--- src/rtl/clkrun_pkg.sv ---
package clkrun_pkg;
    typedef enum logic [1:0] {
        CR_RUNNING  = 2'd0,
        CR_STOP_REQ = 2'd1,
        CR_STOPPED  = 2'd2
    } cr_state_e;
endpackage

--- src/rtl/clkrun_cfg.sv ---
module clkrun_cfg (
    input  logic clk,
    input  logic rst_n,
    input  logic wr,
    input  logic gate_d,
    input  logic aux_off_d,
    output logic gate_en,
    output logic aux_off
);
    // gating bit is plain; the domain-disable bit only ever sets
    always_ff @(posedge clk or negedge rst_n) begin
        if (!rst_n) begin
            gate_en <= 1'b0;
            aux_off <= 1'b0;
        end else if (wr) begin
            gate_en <= gate_d;
            aux_off <= aux_off | aux_off_d;
        end
    end
endmodule

--- src/rtl/clkrun_timer.sv ---
module clkrun_timer #(
    parameter int CNT_W = 3
) (
    input  logic             clk,
    input  logic             rst_n,
    input  logic             clr,
    input  logic             inc,
    output logic [CNT_W-1:0] count
);
    always_ff @(posedge clk or negedge rst_n) begin
        if (!rst_n)   count <= '0;
        else if (clr) count <= '0;
        else if (inc) count <= count + 1'b1;
    end
endmodule

--- src/rtl/clkrun_fsm.sv ---
module clkrun_fsm
    import clkrun_pkg::*;
#(
    parameter int REFUSE_CYC = 2,
    parameter int STOP_DLY   = 4,
    parameter int CNT_W      = 3
) (
    input  logic             clk,
    input  logic             rst_n,
    input  logic             line_in,
    input  logic             busy,
    input  logic             gate_en,
    input  logic [CNT_W-1:0] count,
    output logic             tmr_clr,
    output logic             tmr_inc,
    output cr_state_e        state,
    output logic             drive_lo,
    output logic             core_en
);
    localparam logic [CNT_W-1:0] REFUSE_LAST = CNT_W'(REFUSE_CYC - 1);
    localparam logic [CNT_W-1:0] STOP_LAST   = CNT_W'(STOP_DLY - 1);

    cr_state_e st_q, st_d;
    logic      refuse_q, refuse_d;
    logic      wake_q, wake_d;
    logic      blocker;

    assign blocker = busy | ~gate_en;

    // state register
    always_ff @(posedge clk or negedge rst_n) begin
        if (!rst_n) begin
            st_q     <= CR_RUNNING;
            refuse_q <= 1'b0;
            wake_q   <= 1'b0;
        end else begin
            st_q     <= st_d;
            refuse_q <= refuse_d;
            wake_q   <= wake_d;
        end
    end

    // transitions
    always_comb begin
        st_d     = st_q;
        refuse_d = refuse_q;
        wake_d   = wake_q;
        tmr_clr  = 1'b0;
        tmr_inc  = 1'b0;
        unique case (st_q)
            CR_RUNNING: begin
                wake_d = 1'b0;
                if (line_in) begin
                    st_d     = CR_STOP_REQ;
                    refuse_d = blocker;
                    tmr_clr  = 1'b1;
                end
            end
            CR_STOP_REQ: begin
                if (refuse_q) begin
                    if (count == REFUSE_LAST) begin
                        st_d     = CR_RUNNING;
                        refuse_d = 1'b0;
                    end else begin
                        tmr_inc = 1'b1;
                    end
                end else if (!line_in) begin
                    st_d = CR_RUNNING;
                end else if (blocker) begin
                    refuse_d = 1'b1;
                    tmr_clr  = 1'b1;
                end else if (count == STOP_LAST) begin
                    st_d = CR_STOPPED;
                end else begin
                    tmr_inc = 1'b1;
                end
            end
            CR_STOPPED: begin
                if (!line_in) begin
                    st_d   = CR_RUNNING;
                    wake_d = 1'b0;
                end else if (busy) begin
                    wake_d = 1'b1;
                end
            end
            default: st_d = CR_RUNNING;
        endcase
    end

    // outputs
    always_comb begin
        state    = st_q;
        drive_lo = 1'b0;
        core_en  = 1'b1;
        unique case (st_q)
            CR_RUNNING:  ;
            CR_STOP_REQ: drive_lo = refuse_q;
            CR_STOPPED: begin
                drive_lo = wake_q;
                core_en  = 1'b0;
            end
            default: ;
        endcase
    end
endmodule

--- src/rtl/clkrun_ctrl.sv ---
module clkrun_ctrl
    import clkrun_pkg::*;
#(
    parameter int REFUSE_CYC = 2,
    parameter int STOP_DLY   = 4
) (
    input  logic       clk,
    input  logic       rst_n,
    input  logic       cfg_wr,
    input  logic       cfg_gate_en,
    input  logic       cfg_aux_off,
    input  logic       clkrun_in,
    input  logic       local_busy,
    output logic       clkrun_drive_lo,
    output logic       core_clk_en,
    output logic       aux_clk_en,
    output logic [1:0] run_state
);
    localparam int MAX_CYC = (STOP_DLY > REFUSE_CYC) ? STOP_DLY : REFUSE_CYC;
    localparam int CNT_W   = $clog2(MAX_CYC + 1);

    logic             gate_en, aux_off;
    logic             tmr_clr, tmr_inc;
    logic [CNT_W-1:0] count;
    cr_state_e        state;

    clkrun_cfg u_cfg (
        .clk       (clk),
        .rst_n     (rst_n),
        .wr        (cfg_wr),
        .gate_d    (cfg_gate_en),
        .aux_off_d (cfg_aux_off),
        .gate_en   (gate_en),
        .aux_off   (aux_off)
    );

    clkrun_timer #(.CNT_W(CNT_W)) u_tmr (
        .clk   (clk),
        .rst_n (rst_n),
        .clr   (tmr_clr),
        .inc   (tmr_inc),
        .count (count)
    );

    clkrun_fsm #(
        .REFUSE_CYC (REFUSE_CYC),
        .STOP_DLY   (STOP_DLY),
        .CNT_W      (CNT_W)
    ) u_fsm (
        .clk      (clk),
        .rst_n    (rst_n),
        .line_in  (clkrun_in),
        .busy     (local_busy),
        .gate_en  (gate_en),
        .count    (count),
        .tmr_clr  (tmr_clr),
        .tmr_inc  (tmr_inc),
        .state    (state),
        .drive_lo (clkrun_drive_lo),
        .core_en  (core_clk_en)
    );

    assign run_state  = state;
    assign aux_clk_en = core_clk_en & ~aux_off;
endmodule

--- config.mk ---
export PLATFORM = sky130hd
export DESIGN_NAME = clkrun_ctrl
export DESIGN_NICKNAME = d
export VERILOG_FILES = /design/src/rtl/clkrun_pkg.sv /design/src/rtl/clkrun_cfg.sv /design/src/rtl/clkrun_timer.sv /design/src/rtl/clkrun_fsm.sv /design/src/rtl/clkrun_ctrl.sv
export SDC_FILE = /design/constraint.sdc
export NUM_CORES = 1
export LEC_CHECK = 0
export BUFFER_PORTS_ARGS = -buffer_cell sky130_fd_sc_hd__buf_4
export CORE_AREA = 2 2 39 41
export DETAILED_ROUTE_END_ITERATION = 16
export DIE_AREA = 0 0 41 43
export PLACE_DENSITY_LB_ADDON = 0.12
export SLEW_MARGIN = 20
export SYNTH_ARGS = -nofsm -noshare
export SYNTH_HDL_FRONTEND = slang
export SYNTH_HIERARCHICAL = 1
export SYNTH_SLANG_ARGS = --single-unit
--- constraint.sdc ---
create_clock -name clk -period 4.41 [get_ports clk]
set_input_delay 0.6615 -clock clk [delete_from_list [all_inputs] [get_ports clk]]
set_output_delay 0.6615 -clock clk [all_outputs]
set_load 0.005 [all_outputs]
Word level (Yosys, flattened, before mapping)
Index checks and enable logic that the tools add are counted.
{ "op_classes": {"reduce_logical": 7, "bitwise": 5, "n_eq_ne": 10, "n_mux": 29, "n_addsub": 1} }
{ "ops": {"columns": ["operator", "count"], "rows": [
  ["2-to-1 mux 1 bit", 15],
  ["2-to-1 mux 2 bit", 7],
  ["case mux 1 bit (2 select lines)", 4],
  ["2-to-1 mux 3 bit", 2],
  ["!= test 3 bit (second input constant)", 2],
  ["case mux 2 bit (3 select lines)", 1],
  ["nonzero test 2 bit", 3],
  ["AND reduction 5 bit", 1],
  ["!= test 2 bit (second input constant)", 2],
  ["!= test 4 x 2 -> 1 bit (second input constant)", 1],
  ["!= test 4 x 3 -> 1 bit (second input constant)", 1],
  ["AND reduction 2 bit", 2],
  ["adder 3 x 1 -> 3 bit (second input constant)", 1],
  ["equality test 3 x 1 -> 1 bit (second input constant)", 1],
  ["equality test 3 x 2 -> 1 bit (second input constant)", 1],
  ["equality test 2 x 1 -> 1 bit (second input constant)", 1],
  ["equality test 2 bit (second input constant)", 1],
  ["zero test 2 bit", 1],
  ["NOT 1 bit", 2],
  ["bitwise OR 1 bit", 2],
  ["bitwise AND 1 bit", 1]
]} }
{ "word_totals": {"in_bits": 7, "output_inout_bits": 5, "reg_bits": 9} }

Depth between registers and ports, before layout
{ "logic_depth": {"ltp_word": 8, "mapped_depth": 7, "ltp_nobuf": 7} }

By module
The synthesis kept the hierarchy.
{ "by_module_without_submodules": {"columns": ["module", "instances", "area_per_inst_um2", "cells_per_inst", "seq_area_each_um2"], "rows": [
  ["clkrun_fsm", 1, 357.8, 41, 100.1],
  ["clkrun_timer", 1, 136.4, 11, 75.1],
  ["clkrun_cfg", 1, 73.8, 4, 50.0],
  ["clkrun_ctrl", 1, 13.8, 1, 0.0]
]} }

Worst setup path after synthesis
No wires, ideal clock.
{ "synth_timing": {"path_type": "register -> register", "startpoint": "register u_fsm.st_q[1] (netlist: u_fsm/state[1])", "endpoint": "register u_tmr.count[1]", "required_ps": 4291, "setup_slack_ps": 2580, "path_stages_with_launch": 8, "arrival_time_ps": 1711, "cell_sequence": "dfrtp_1 inv_1 ha_1 and3b_1 nand2_1 o21ai_0 mux2i_1 nor2_1"} }
{ "synth_between": {"elab_chain_cells": 3, "word_cells_on_any_way": 6, "cone_classes": "1 x eq/ne; 3 x mux; 2 x reduce/logical"} }
{ "synth_lines": {"columns": ["element", "line", "source"], "rows": [
  ["start, declared", "clkrun_fsm.sv:23", "cr_state_e st_q, st_d;"],
  ["start signal, assigned", "clkrun_fsm.sv:37", "st_q <= st_d;"],
  ["equality test 2 x 1 -> 1 bit", "clkrun_fsm.sv:50", "unique case (st_q)"],
  ["2-to-1 mux 1 bit", "clkrun_fsm.sv:50", null],
  ["named net tmr_inc", "clkrun_ctrl.sv:23", "logic tmr_clr, tmr_inc;"],
  ["nonzero test 2 bit (no source line)", null, null],
  ["end signal, assigned", "clkrun_timer.sv:13", "else if (inc) count <= count + 1'b1;"],
  ["end, declared", "clkrun_timer.sv:8", "output logic [CNT_W-1:0] count"]
]} }
The timed path passes the listed nets, and every way through them passes these cells.
A chain may end at the register's enable or synchronous reset.

Final worst setup path
{ "layout_timing": {"startpoint": "register u_fsm.st_q[1] (netlist: u_fsm/state[1])", "endpoint": "output port clkrun_drive_lo"} }
{ "layout_between": {"elab_chain_cells": 2, "word_cells_on_any_way": 3, "cone_classes": "2 x eq/ne; 1 x mux"} }
{ "layout_lines": {"columns": ["element", "line", "source"], "rows": [
  ["equality test 2 bit / equality test 2 x 1 -> 1 bit (equally long branches)", "clkrun_fsm.sv:95", "unique case (st_q)"],
  ["case mux 1 bit (2 select lines) *", "clkrun_fsm.sv:95", null],
  ["end, declared", "clkrun_ctrl.sv:14", "output logic clkrun_drive_lo,"]
]} }
Mark *: on every way between the ends. The rest lies on a longest branch, timed or not.

==> impl_summary.log <==
[metrics] post-detailed-route count of antenna-violating nets: 0
[metrics] post-placement cell count: 84
[metrics] number of buffers and inverters on the critical path: 2
[metrics] via count of the first global-routing pass: 425
[metrics] cell breakdown of the critical path: inv_1, ha_1, a22oi_1, nor2b_1, buf_4
[metrics] global-route wire length before repair: 1820 µm
[metrics] Worst Skew: 4.29 ps
[metrics] number of max-capacitance violations reported: 0
[metrics] Final min period: 2110 ps
[metrics] overall routed net length: 1060 µm
[metrics] maximum buffer depth of the clock tree: 2
[metrics] number of standard-cell rows in the floorplan: 14
[metrics] initial antenna violation count: 0
[metrics] Post-Layout Inst Area: 711 µm²
[metrics] mean number of vias per cell: 5.09
[metrics] CTS tree: done
[metrics] count of TritonRoute iterations in the first routing pass: 3
[metrics] leakage power figure: 0.345 nW
[metrics] global-route usage over all layers: 15.6%
[metrics] gr ovfl total: 0
[metrics] syn nets: 68
[metrics] Max stage delay on crit path: 400 ps
[metrics] largest voltage drop on the vdd net: 0.319 mV
[metrics] number of design rule violations left after detail routing: 0
[metrics] Power Dens Cells: 636 nW/µm²
[metrics] cell types occupying the most area after synthesis: dfrtp_1 (39%), ha_1 (8.6%), mux2_4 (5.2%)
[metrics] area of the core: 1380 µm²
[metrics] number of enable flip-flop cells after synthesis: 0
[metrics] Total Power: 452 µW
[metrics] number of buffers inserted for hold repair after clock tree synthesis: 0
[metrics] headroom to the max-slew limit: 62.3%
[metrics] number of buffers created by CTS: 3
[metrics] total negative setup slack: 0 ps
[metrics] # setup viols final: 0
[metrics] post-synthesis cell count: 57
[metrics] instance area at placement: 684 µm²
[metrics] Syn Std Cell Area: 582 µm²
[metrics] most used flip-flop cell after synthesis: dfrtp_1
[metrics] area overhead of the layout relative to synthesis: 22.2%
[metrics] post-route non-filler standard cell count: 88
[metrics] Die Width: 41 µm
[metrics] capturing element type of the critical path: output pin
[metrics] worst slew pin tran: 560 ps
[metrics] clock insertion delay at the later pin of the skew report: 260 ps
[metrics] Worst Path Required: 3750 ps
[metrics] routed length per placed instance: 12.1 µm
[metrics] I/O pins: 12
[metrics] Filler Cell Count: 133
[metrics] most frequent cell after synthesis: dfrtp_1
[metrics] Diodes inserted: 0
[metrics] largest net degree at the start of global routing: 10
[metrics] class of the most critical hold timing path: input pin to async pin
[metrics] Max stage delay cell, worst path: dfrtp_1
[metrics] hold violation count in the final report: 0
[metrics] cell type with the highest aggregate area in the netlist: dfrtp_1
[metrics] share of synthesized flip-flops with an asynchronous set or reset: 100%
[metrics] largest fanout on the critical path: 7
[metrics] Final Slew Violations: 0
[metrics] detailed-route via count: 448
[metrics] final HPWL from detailed placement: 804 µm
[metrics] arrival time worst endpoint: 1450 ps
[metrics] starting density of the core: 42.0%
[metrics] Die Outline Area: 1760 µm²
[metrics] cells resized by post-CTS repair: 0
[metrics] number of I/O port buffers: 11
[metrics] Post-Synthesis Mean Instance Area: 10.2 µm²
[metrics] CP delay by family, top: flip-flops
[metrics] violation count after the first detailed-routing iteration: 11
[metrics] most instantiated cells after synthesis: dfrtp_1 (9), nand2_1 (6), ha_1 (4), inv_1 (4), nor2_1 (4)
[metrics] highest clock rate: 473 MHz
[metrics] area share of the largest cell type after synthesis: 38.7%
[metrics] number of post-CTS setup repair buffers: 0
[metrics] Yosys cell types: 26
[metrics] fin nets: 84
[metrics] floorplan die height: 43 µm
[metrics] placer's final routability congestion estimate: 0.754
[metrics] Clock transition at path regs: 60 ps
[metrics] H-tree depth reported by CTS: 1
[metrics] startpoint kind of the worst setup timing path: register
[metrics] Crit Path Category: register to output pin
[metrics] run status: completed
[metrics] total number of clock tree sinks: 9
[metrics] flop and latch count out of synthesis: 9
[metrics] sequential element share of the synthesized area: 38.7%
[metrics] Clock Tree Root: clkbuf_4
[metrics] fraction of layout cells with a size suffix above 1: 30.6%
[metrics] number of synthesis warnings: 6
[metrics] setup repair after global routing missed its margin: false
[metrics] final worst path period share: 47.9%
==> placed cells by master, fill, tap and decap left out, drive strengths merged, types with 2 or more instances in the layout <==
| cell type | n |
|---|---|
| nand3 | 3 |
| nor2 | 4 |
| buf | 11 |
| clkbuf | 4 |
| o21ai | 2 |
| mux2 | 3 |
| nand3b | 2 |
| nand2b | 2 |
| inv | 4 |
| a21oi | 3 |
| nor2b | 4 |
| dfrtp | 9 |
| ha | 4 |
| nand2 | 6 |
==> cells by family after synthesis <==
kind of cell | share of synthesized area [%]
simple gates | 23.7
compound gates | 16.1
flops | 38.7
buf+inv | 2.58
mux | 8.82
fa+ha+maj | 8.60
xor+xnor | 1.51
==> worst paths after layout <==
kind	slack, ps	depth (start not counted)	end	start
min reg2reg	520	2	u_fsm/wake_q$_DFFE_PN0P_	u_fsm/wake_q$_DFFE_PN0P_
min	210	1	u_cfg/aux_off$_DFFE_PN0P_	rst_n
min in group clk	520	2	u_fsm/wake_q$_DFFE_PN0P_	u_fsm/wake_q$_DFFE_PN0P_
max reg2reg	2330	7	u_tmr/count[1]$_DFFE_PN0P_	u_fsm/state[1]$_DFFE_PN0P_
max	2300	5	clkrun_drive_lo	u_fsm/state[1]$_DFFE_PN0P_
max in group asynchronous	4060	1	u_fsm/state[0]$_DFFE_PN0P_	rst_n
==> final cells by class <==
type	count	area [µm²]	area share, %
clock buffers	4	26.3	3.70
multi-input cells	44	342	48.1
flip-flops and latches	9	225	31.7
well taps	16	20.0	2.82
repair buffers	11	82.6	11.6
inverters	4	15.0	2.11
==> flip-flops by register name, indices dropped and copies added, names as in the netlist <==
register and cells:
u_cfg/aux_off 1, u_cfg/gate_en 1, u_fsm/refuse_q 1, u_fsm/state 2, u_fsm/wake_q 1, u_tmr/count 3
==> stage by stage <==
stage               worst slack (ps)  util [%]  hold slack (ps)
CTS                             2280      51.4              208
global placement                2380      49.5              490
global route                    2150      51.4              213
detailed placement              2360      49.5              495
floorplan                       2580         -              366
finish                          2300      51.4              210
==> layer usage <==
layer  share of wire, %  wire length, µm  track usage, %  up-vias
met5                  0                0               0        -
met4                1.1               12            10.0        0
met3                3.3               35            4.71        2
met2                 48              514            21.9        8
met1                 47              498            19.7      207
li1                   -                -               -      231
==> power by group <==
| part | switching, mW | leakage (nW) | internal, mW | total [mW] |
|---|---|---|---|---|
| logic | 0.121 | 0.218 | 0.130 | 0.250 |
| clock network | 0.0294 | 0.0150 | 0.0349 | 0.0643 |
| registers | 0.0284 | 0.112 | 0.109 | 0.137 |
| total | 0.179 | 0.345 | 0.273 | 0.452 |
Note: power is estimated with default switching activity, not from simulation.
